--- src/rtl/poll_pkg.sv ---
package poll_pkg;
  typedef enum logic [0:0] {
    SRC_ARRAY = 1'b0,
    SRC_STATUS = 1'b1
  } reply_src_e;
endpackage

--- src/rtl/poll_strobe_edge.sv ---
module poll_strobe_edge (
  input  logic clk,
  input  logic rst,
  input  logic strobe,
  output logic rise
);
  logic strobe_q;

  always_ff @(posedge clk) begin
    if (rst) strobe_q <= 1'b0;
    else     strobe_q <= strobe;
  end

  assign rise = strobe & ~strobe_q;

  // A detected access must be followed by a cycle without a new one while the strobe stays high
  assert_single_rise_R8: assert property (@(posedge clk) disable iff (rst)
    (rise && strobe) |=> !rise || !strobe);
endmodule

--- src/rtl/poll_toggle.sv ---
module poll_toggle (
  input  logic clk,
  input  logic rst,
  input  logic advance,
  output logic tog_q,
  output logic tog_next
);
  assign tog_next = advance ? ~tog_q : tog_q;

  always_ff @(posedge clk) begin
    if (rst) tog_q <= 1'b0;
    else     tog_q <= tog_next;
  end

  assert_toggle_flips_R7: assert property (@(posedge clk) disable iff (rst)
    advance |=> (tog_q != $past(tog_q)));
  assert_toggle_holds_R8: assert property (@(posedge clk) disable iff (rst)
    !advance |=> $stable(tog_q));
endmodule

--- src/rtl/poll_byte_mux.sv ---
module poll_byte_mux #(
  parameter int DATA_W = 8
) (
  input  poll_pkg::reply_src_e src,
  input  logic                 addr_hit,
  input  logic                 tog,
  input  logic [DATA_W-1:0]    last_data,
  input  logic [DATA_W-1:0]    array_rdata,
  output logic [DATA_W-1:0]    reply
);
  localparam int POLL_BIT = DATA_W - 1;
  localparam int TOG_BIT  = DATA_W - 2;

  logic [DATA_W-1:0] status_byte;

  always_comb begin
    status_byte           = last_data;
    status_byte[POLL_BIT] = last_data[POLL_BIT] ^ addr_hit;
    status_byte[TOG_BIT]  = tog;
  end

  always_comb begin
    unique case (src)
      poll_pkg::SRC_STATUS: reply = status_byte;
      default:              reply = array_rdata;
    endcase
  end
endmodule

--- src/rtl/poll_status_responder.sv ---
module poll_status_responder #(
  parameter int DATA_W = 8,
  parameter int ADDR_W = 19
) (
  input  logic              clk,
  input  logic              rst,
  input  logic              busy,
  input  logic [ADDR_W-1:0] last_addr,
  input  logic [DATA_W-1:0] last_data,
  input  logic [ADDR_W-1:0] rd_addr,
  input  logic [DATA_W-1:0] array_rdata,
  input  logic              rd_strobe,
  output logic [DATA_W-1:0] rd_data
);
  localparam int POLL_BIT = DATA_W - 1;
  localparam int TOG_BIT  = DATA_W - 2;
  localparam int LOW_W    = DATA_W - 2;

  logic                 access;
  logic                 tog_q;
  logic                 tog_next;
  logic                 addr_hit;
  poll_pkg::reply_src_e src;
  logic [DATA_W-1:0]    reply;
  logic [DATA_W-1:0]    rd_data_q;

  poll_strobe_edge u_edge (
    .clk    (clk),
    .rst    (rst),
    .strobe (rd_strobe),
    .rise   (access)
  );

  poll_toggle u_tog (
    .clk      (clk),
    .rst      (rst),
    .advance  (access & busy),
    .tog_q    (tog_q),
    .tog_next (tog_next)
  );

  assign addr_hit = (rd_addr == last_addr);
  assign src      = busy ? poll_pkg::SRC_STATUS : poll_pkg::SRC_ARRAY;

  poll_byte_mux #(.DATA_W(DATA_W)) u_mux (
    .src         (src),
    .addr_hit    (addr_hit),
    .tog         (tog_next),
    .last_data   (last_data),
    .array_rdata (array_rdata),
    .reply       (reply)
  );

  always_ff @(posedge clk) begin
    if (rst)         rd_data_q <= '0;
    else if (access) rd_data_q <= reply;
  end

  assign rd_data = rd_data_q;

  assert_hold_between_reads_R2: assert property (@(posedge clk) disable iff (rst)
    !access |=> $stable(rd_data));
  assert_idle_true_data_R3: assert property (@(posedge clk) disable iff (rst)
    (access && !busy) |=> (rd_data == $past(array_rdata)));
  assert_poll_inverted_R4: assert property (@(posedge clk) disable iff (rst)
    (access && busy && rd_addr == last_addr) |=> (rd_data[POLL_BIT] == !$past(last_data[POLL_BIT])));
  assert_poll_plain_R5: assert property (@(posedge clk) disable iff (rst)
    (access && busy && rd_addr != last_addr) |=> (rd_data[POLL_BIT] == $past(last_data[POLL_BIT])));
  assert_low_bits_R6: assert property (@(posedge clk) disable iff (rst)
    (access && busy) |=> (rd_data[LOW_W-1:0] == $past(last_data[LOW_W-1:0])));
  assert_toggle_out_R7: assert property (@(posedge clk) disable iff (rst)
    (access && busy) |=> (rd_data[TOG_BIT] == tog_q));
endmodule

--- config.mk ---
export PLATFORM = sky130hd
export DESIGN_NAME = poll_status_responder
export DESIGN_NICKNAME = d
export VERILOG_FILES = /design/src/rtl/poll_pkg.sv /design/src/rtl/poll_strobe_edge.sv /design/src/rtl/poll_toggle.sv /design/src/rtl/poll_byte_mux.sv /design/src/rtl/poll_status_responder.sv
export SDC_FILE = /design/constraint.sdc
export NUM_CORES = 1
export LEC_CHECK = 0
export BUFFER_PORTS_ARGS = -buffer_cell sky130_fd_sc_hd__buf_4
export CAP_MARGIN = 5
export CORE_ASPECT_RATIO = 1.1
export CORE_MARGIN = 2
export CORE_UTILIZATION = 32
export CTS_BUF_LIST = sky130_fd_sc_hd__clkbuf_4 sky130_fd_sc_hd__clkbuf_8 sky130_fd_sc_hd__clkbuf_16
export CTS_CLUSTER_SIZE = 12
export DETAILED_ROUTE_END_ITERATION = 12
export GPL_TIMING_DRIVEN = 0
export HOLD_SLACK_MARGIN = 0.15
export PLACE_DENSITY = 0.82
export REMOVE_ABC_BUFFERS = 1
export SETUP_SLACK_MARGIN = 0.4
export SYNTH_ARGS = -nofsm -noshare
export SYNTH_HDL_FRONTEND = slang
export SYNTH_HIERARCHICAL = 1
export SYNTH_SLANG_ARGS = --single-unit
--- constraint.sdc ---
create_clock -name clk -period 1.7 [get_ports clk]
set_input_delay 0.51 -clock clk [delete_from_list [all_inputs] [get_ports clk]]
set_output_delay 0.51 -clock clk [all_outputs]
set_load 0.01 [all_outputs]
==> flow_metrics.py <==
metrics = {
    "status": {
        "run_status": "finished, final reports clean",
    },
    "drt": {
        "wirelength_microns": 1920,
        "first_pass_iters": 3,
        "vias": 712,
        "viasPerCell": 4.37,
        "number_of_design_rule_violations_left_after_detail_routing": 0,
        "drt-initial-drc-count": 4,
        "wl_per_cell_microns": 11.8,
        "drt.antenna.violating_nets": 0,
    },
    "sta": {
        "grt_setup_unrepaired": "true",
        "hold_slack_ns": 0.467,
        "drv_slew": 0,
        "setup_viol": 0,
        "worst_tran_pin_value_ns": 0.255,
        "fin_tns_setup_ns": 0,
        "slew_headroom": 0.828,
        "final_critical_path_setup_slack_ns": 0.0311,
        "timing_hold_violations_final": 0,
        "finalCriticalPeriod_ns": 1.67,
        "clock-skew-final_ns": 0.00353,
        "final.period_utilization": 0.982,
        "clock.fmax_mhz": 599,
    },
    "hold_path": {
        "timing.hold.worst_endpoint": "u_edge/strobe_q",
        "min_delay_path_depth": 2,
        "holdCritPathClass": "in2reg",
        "min-delay-start": "rd_strobe",
    },
    "critical_path": {
        "setup.worst_path.start_class": "primary input",
        "critical_path_class": "in2reg",
        "critical_path_peak_fanout": 1,
        "worst-endpoint-arrival_ns": 1.83,
        "critical_path.reg2reg.endpoint": "rd_data[6]",
        "worst_path_largest_cell_delay_ns": 0.30,
        "cp_top_family": "simple AND/OR/NAND/NOR gates",
        "crit_slowest_cell": "sky130_fd_sc_hd__nor4_2",
        "worstReg2RegStart": "u_edge/strobe_q",
        "timing.critical_path.mode_cell": "sky130_fd_sc_hd__nor4_2",
        "critical_path_required_ns": 1.86,
        "critical_path.cell_chain": "buf_4 > xor2_1 > nor4_2 > nand4_1 > nor4_2 > xnor2_1 > a21oi_1 > mux2i_1 > nor2_1",
        "timing.reg2reg.setup_slack_ns": 0.47,
        "ff2ff_path_depth": 6,
        "worstSetupEndpointType": "flip-flop",
        "worst-path-buf-inv": 1,
    },
    "floorplan": {
        "start_util": 0.346,
        "core_region_area_sq_mm": 0.00206,
        "dieArea_sq_mm": 0.00263,
        "pin_count": 66,
        "die_w_microns": 49.1,
        "die_h_microns": 53.6,
        "fp-row-count": 17,
    },
    "power": {
        "power_frac_seq": 0.358,
        "power_density_mw_per_mm2": 565,
        "share_comb_of_total_power": 0.345,
        "p_sw_frac": 0.245,
        "p_leak_nw": 0.654,
        "report.power.total_uw": 721,
        "power_frac_clock": 0.297,
        "worst_ir_drop_vdd_v": 0.000468,
        "switchingPower_uw": 177,
        "cellInternalPower_uw": 544,
    },
    "global_route": {
        "grt_first_pass_wirelength_microns": 3200,
        "maximum_number_of_pins_on_one_net_before_global_route_repair": 11,
        "globalRouteTotalUtil": 0.162,
        "grt_overflow_total": 0,
        "number_of_global_route_vias_before_repair": 777,
        "grt_antenna_before_repair": 0,
    },
    "final_layout": {
        "most-common-layout-cells": "62 x sky130_fd_sc_hd__buf_4, 20 x sky130_fd_sc_hd__xor2_1, 10 x sky130_fd_sc_hd__dfxtp_1, 9 x sky130_fd_sc_hd__nor2_1, 8 x sky130_fd_sc_hd__mux2i_1",
        "area.growth.synth_to_final_pct": 78.8,
        "proportion_of_layout_cells_with_a_drive_suffix_above_1": 0.607,
        "nNetsFinal": 194,
        "layout.cell_area.non_filler_sq_mm": 0.00128,
        "n_antenna_cell": 0,
        "most_frequent_standard_cell_in_the_layout_excluding_fill_and_tap_cells": "sky130_fd_sc_hd__buf_4",
        "num-fill-cells": 188,
    },
    "placed_design": {
        "postPlaceCellArea_sq_mm": 0.00121,
        "post-place-ws_ns": -0.313,
        "placement.io_buffers": 64,
        "routabilityCongestion": 0.670,
        "half_perimeter_wire_length_after_placement_microns": 1590,
    },
    "logic_synthesis": {
        "synth_fa_ha_area_frac": 0,
        "synth.lib_cells_used.distinct": 16,
        "synthesis.yosys.warnings": 6,
        "synth.area.mux_share": 0.259,
        "netlist_area_sq_um": 714,
        "fraction_of_the_yosys_area_taken_by_sequential_cells": 0.280,
        "combinational_family_with_the_most_area_after_synthesis": "multiplexers",
        "flip_flop_and_latch_count_after_synthesis": 10,
        "synth.avg_cell_area_sq_um": 10.4,
        "synthSimpleGateAreaFrac": 0.168,
        "synth_compound_area_frac": 0.00701,
        "synth_xor_xnor_area_share": 0.257,
        "synth_cells": 69,
    },
    "clocking": {
        "tritoncts": "yes",
        "clock_sinks": 10,
        "clk_pin_slew_ns": 0.07,
        "htreeDepth": 1,
        "clock_insertion_delay_worst_skew_ns": 0.27,
        "clk_root_buffer_cell": "sky130_fd_sc_hd__clkbuf_4",
        "tritoncts.num_buffers": 3,
        "clk_path_buf_depth": 2,
        "cts_hold_buffers": 0,
    },
    "run": {
        "drv.max_cap_violation_count": 0,
    },
}
repair_timing:
action                     4_1_cts  5_1_grt
setup endpoints to repair        2        2
buffers inserted                 1        0
resized for setup                4        1
pin swaps                        1        0
how the worst max path moves through the flow:
stage                 start          to  slack [ns]  depth (start not counted)
3_5_place_dp   last_addr[7]  rd_data[7]       -0.31                          9
3_3_place_gp   last_addr[7]  rd_data[7]       -0.28                          9
2_1_floorplan  last_addr[9]  rd_data[7]        0.02                          8
5_1_grt        last_addr[3]  rd_data[7]       -0.06                          9
6_report       last_addr[7]  rd_data[7]        0.03                          9
4_1_cts        last_addr[7]  rd_data[7]        0.01                          9
sequential cells by signal, summed over array words and instances (netlist names):
name	cells
u_edge/strobe_q	1
rd_data	8
u_tog/tog_q	1
per-layer routing:
metal	vias to the layer above	routed length, microns	track usage
met4	0	16	0.0857
met3	2	58	0.0278
met2	19	1210	0.329
met1	324	637	0.159
li1	367	-	-
met5	-	0	0
power groups by stage:
stage | clock network (mW) | logic [mW] | registers, mW
floorplan | 0 | 0.0914 | 0.269
finish | 0.214 | 0.249 | 0.259
global route | 0.241 | 0.271 | 0.260
global placement | 0 | 0.235 | 0.263
detailed placement | 0 | 0.241 | 0.264
CTS | 0.224 | 0.249 | 0.259
stage by stage:
stage	cells	utilization
2_1_floorplan	66	-
3_5_place_dp	158	0.586
5_1_grt	163	0.619
4_1_cts	163	0.616
3_3_place_gp	158	0.586
6_report	163	0.619
layout make-up:
cell class,count,area (sq um),area share
clock buffers,4,36.3,0.0284
multi-input cells,56,507,0.397
flip-flops and latches,10,200,0.157
well taps,28,35.0,0.0274
repair buffers,65,499,0.391
logic make-up (layout without fill, tap and decap cells):
logic type	count (synthesis)	count (layout)
xor+xnor	21	21
simple gates	19	19
mux	15	15
flops	10	10
buf+inv	3	69
compound gates	1	1
synth_stat cells, drive strengths merged:
cell / number / area (sq um)
a21oi: 1 / 5.00
and2: 1 / 6.26
and2b: 1 / 8.76
buf: 3 / 20.0
dfxtp: 10 / 200
mux2: 7 / 105
mux2i: 8 / 80.1
nand4: 1 / 6.26
nor2: 9 / 33.8
nor2b: 2 / 27.5
nor4: 5 / 37.5
xnor2: 1 / 8.76
xor2: 20 / 175
worst register-to-register path: cells and delay by family, from the launching register on:
family	cells	cell delay, ns
multiplexers	2	0.38
XOR/XNOR	1	0.16
flip-flops	1	0.36
AND/OR/NAND/NOR	3	0.24
Power figures use the tool's default switching activity.
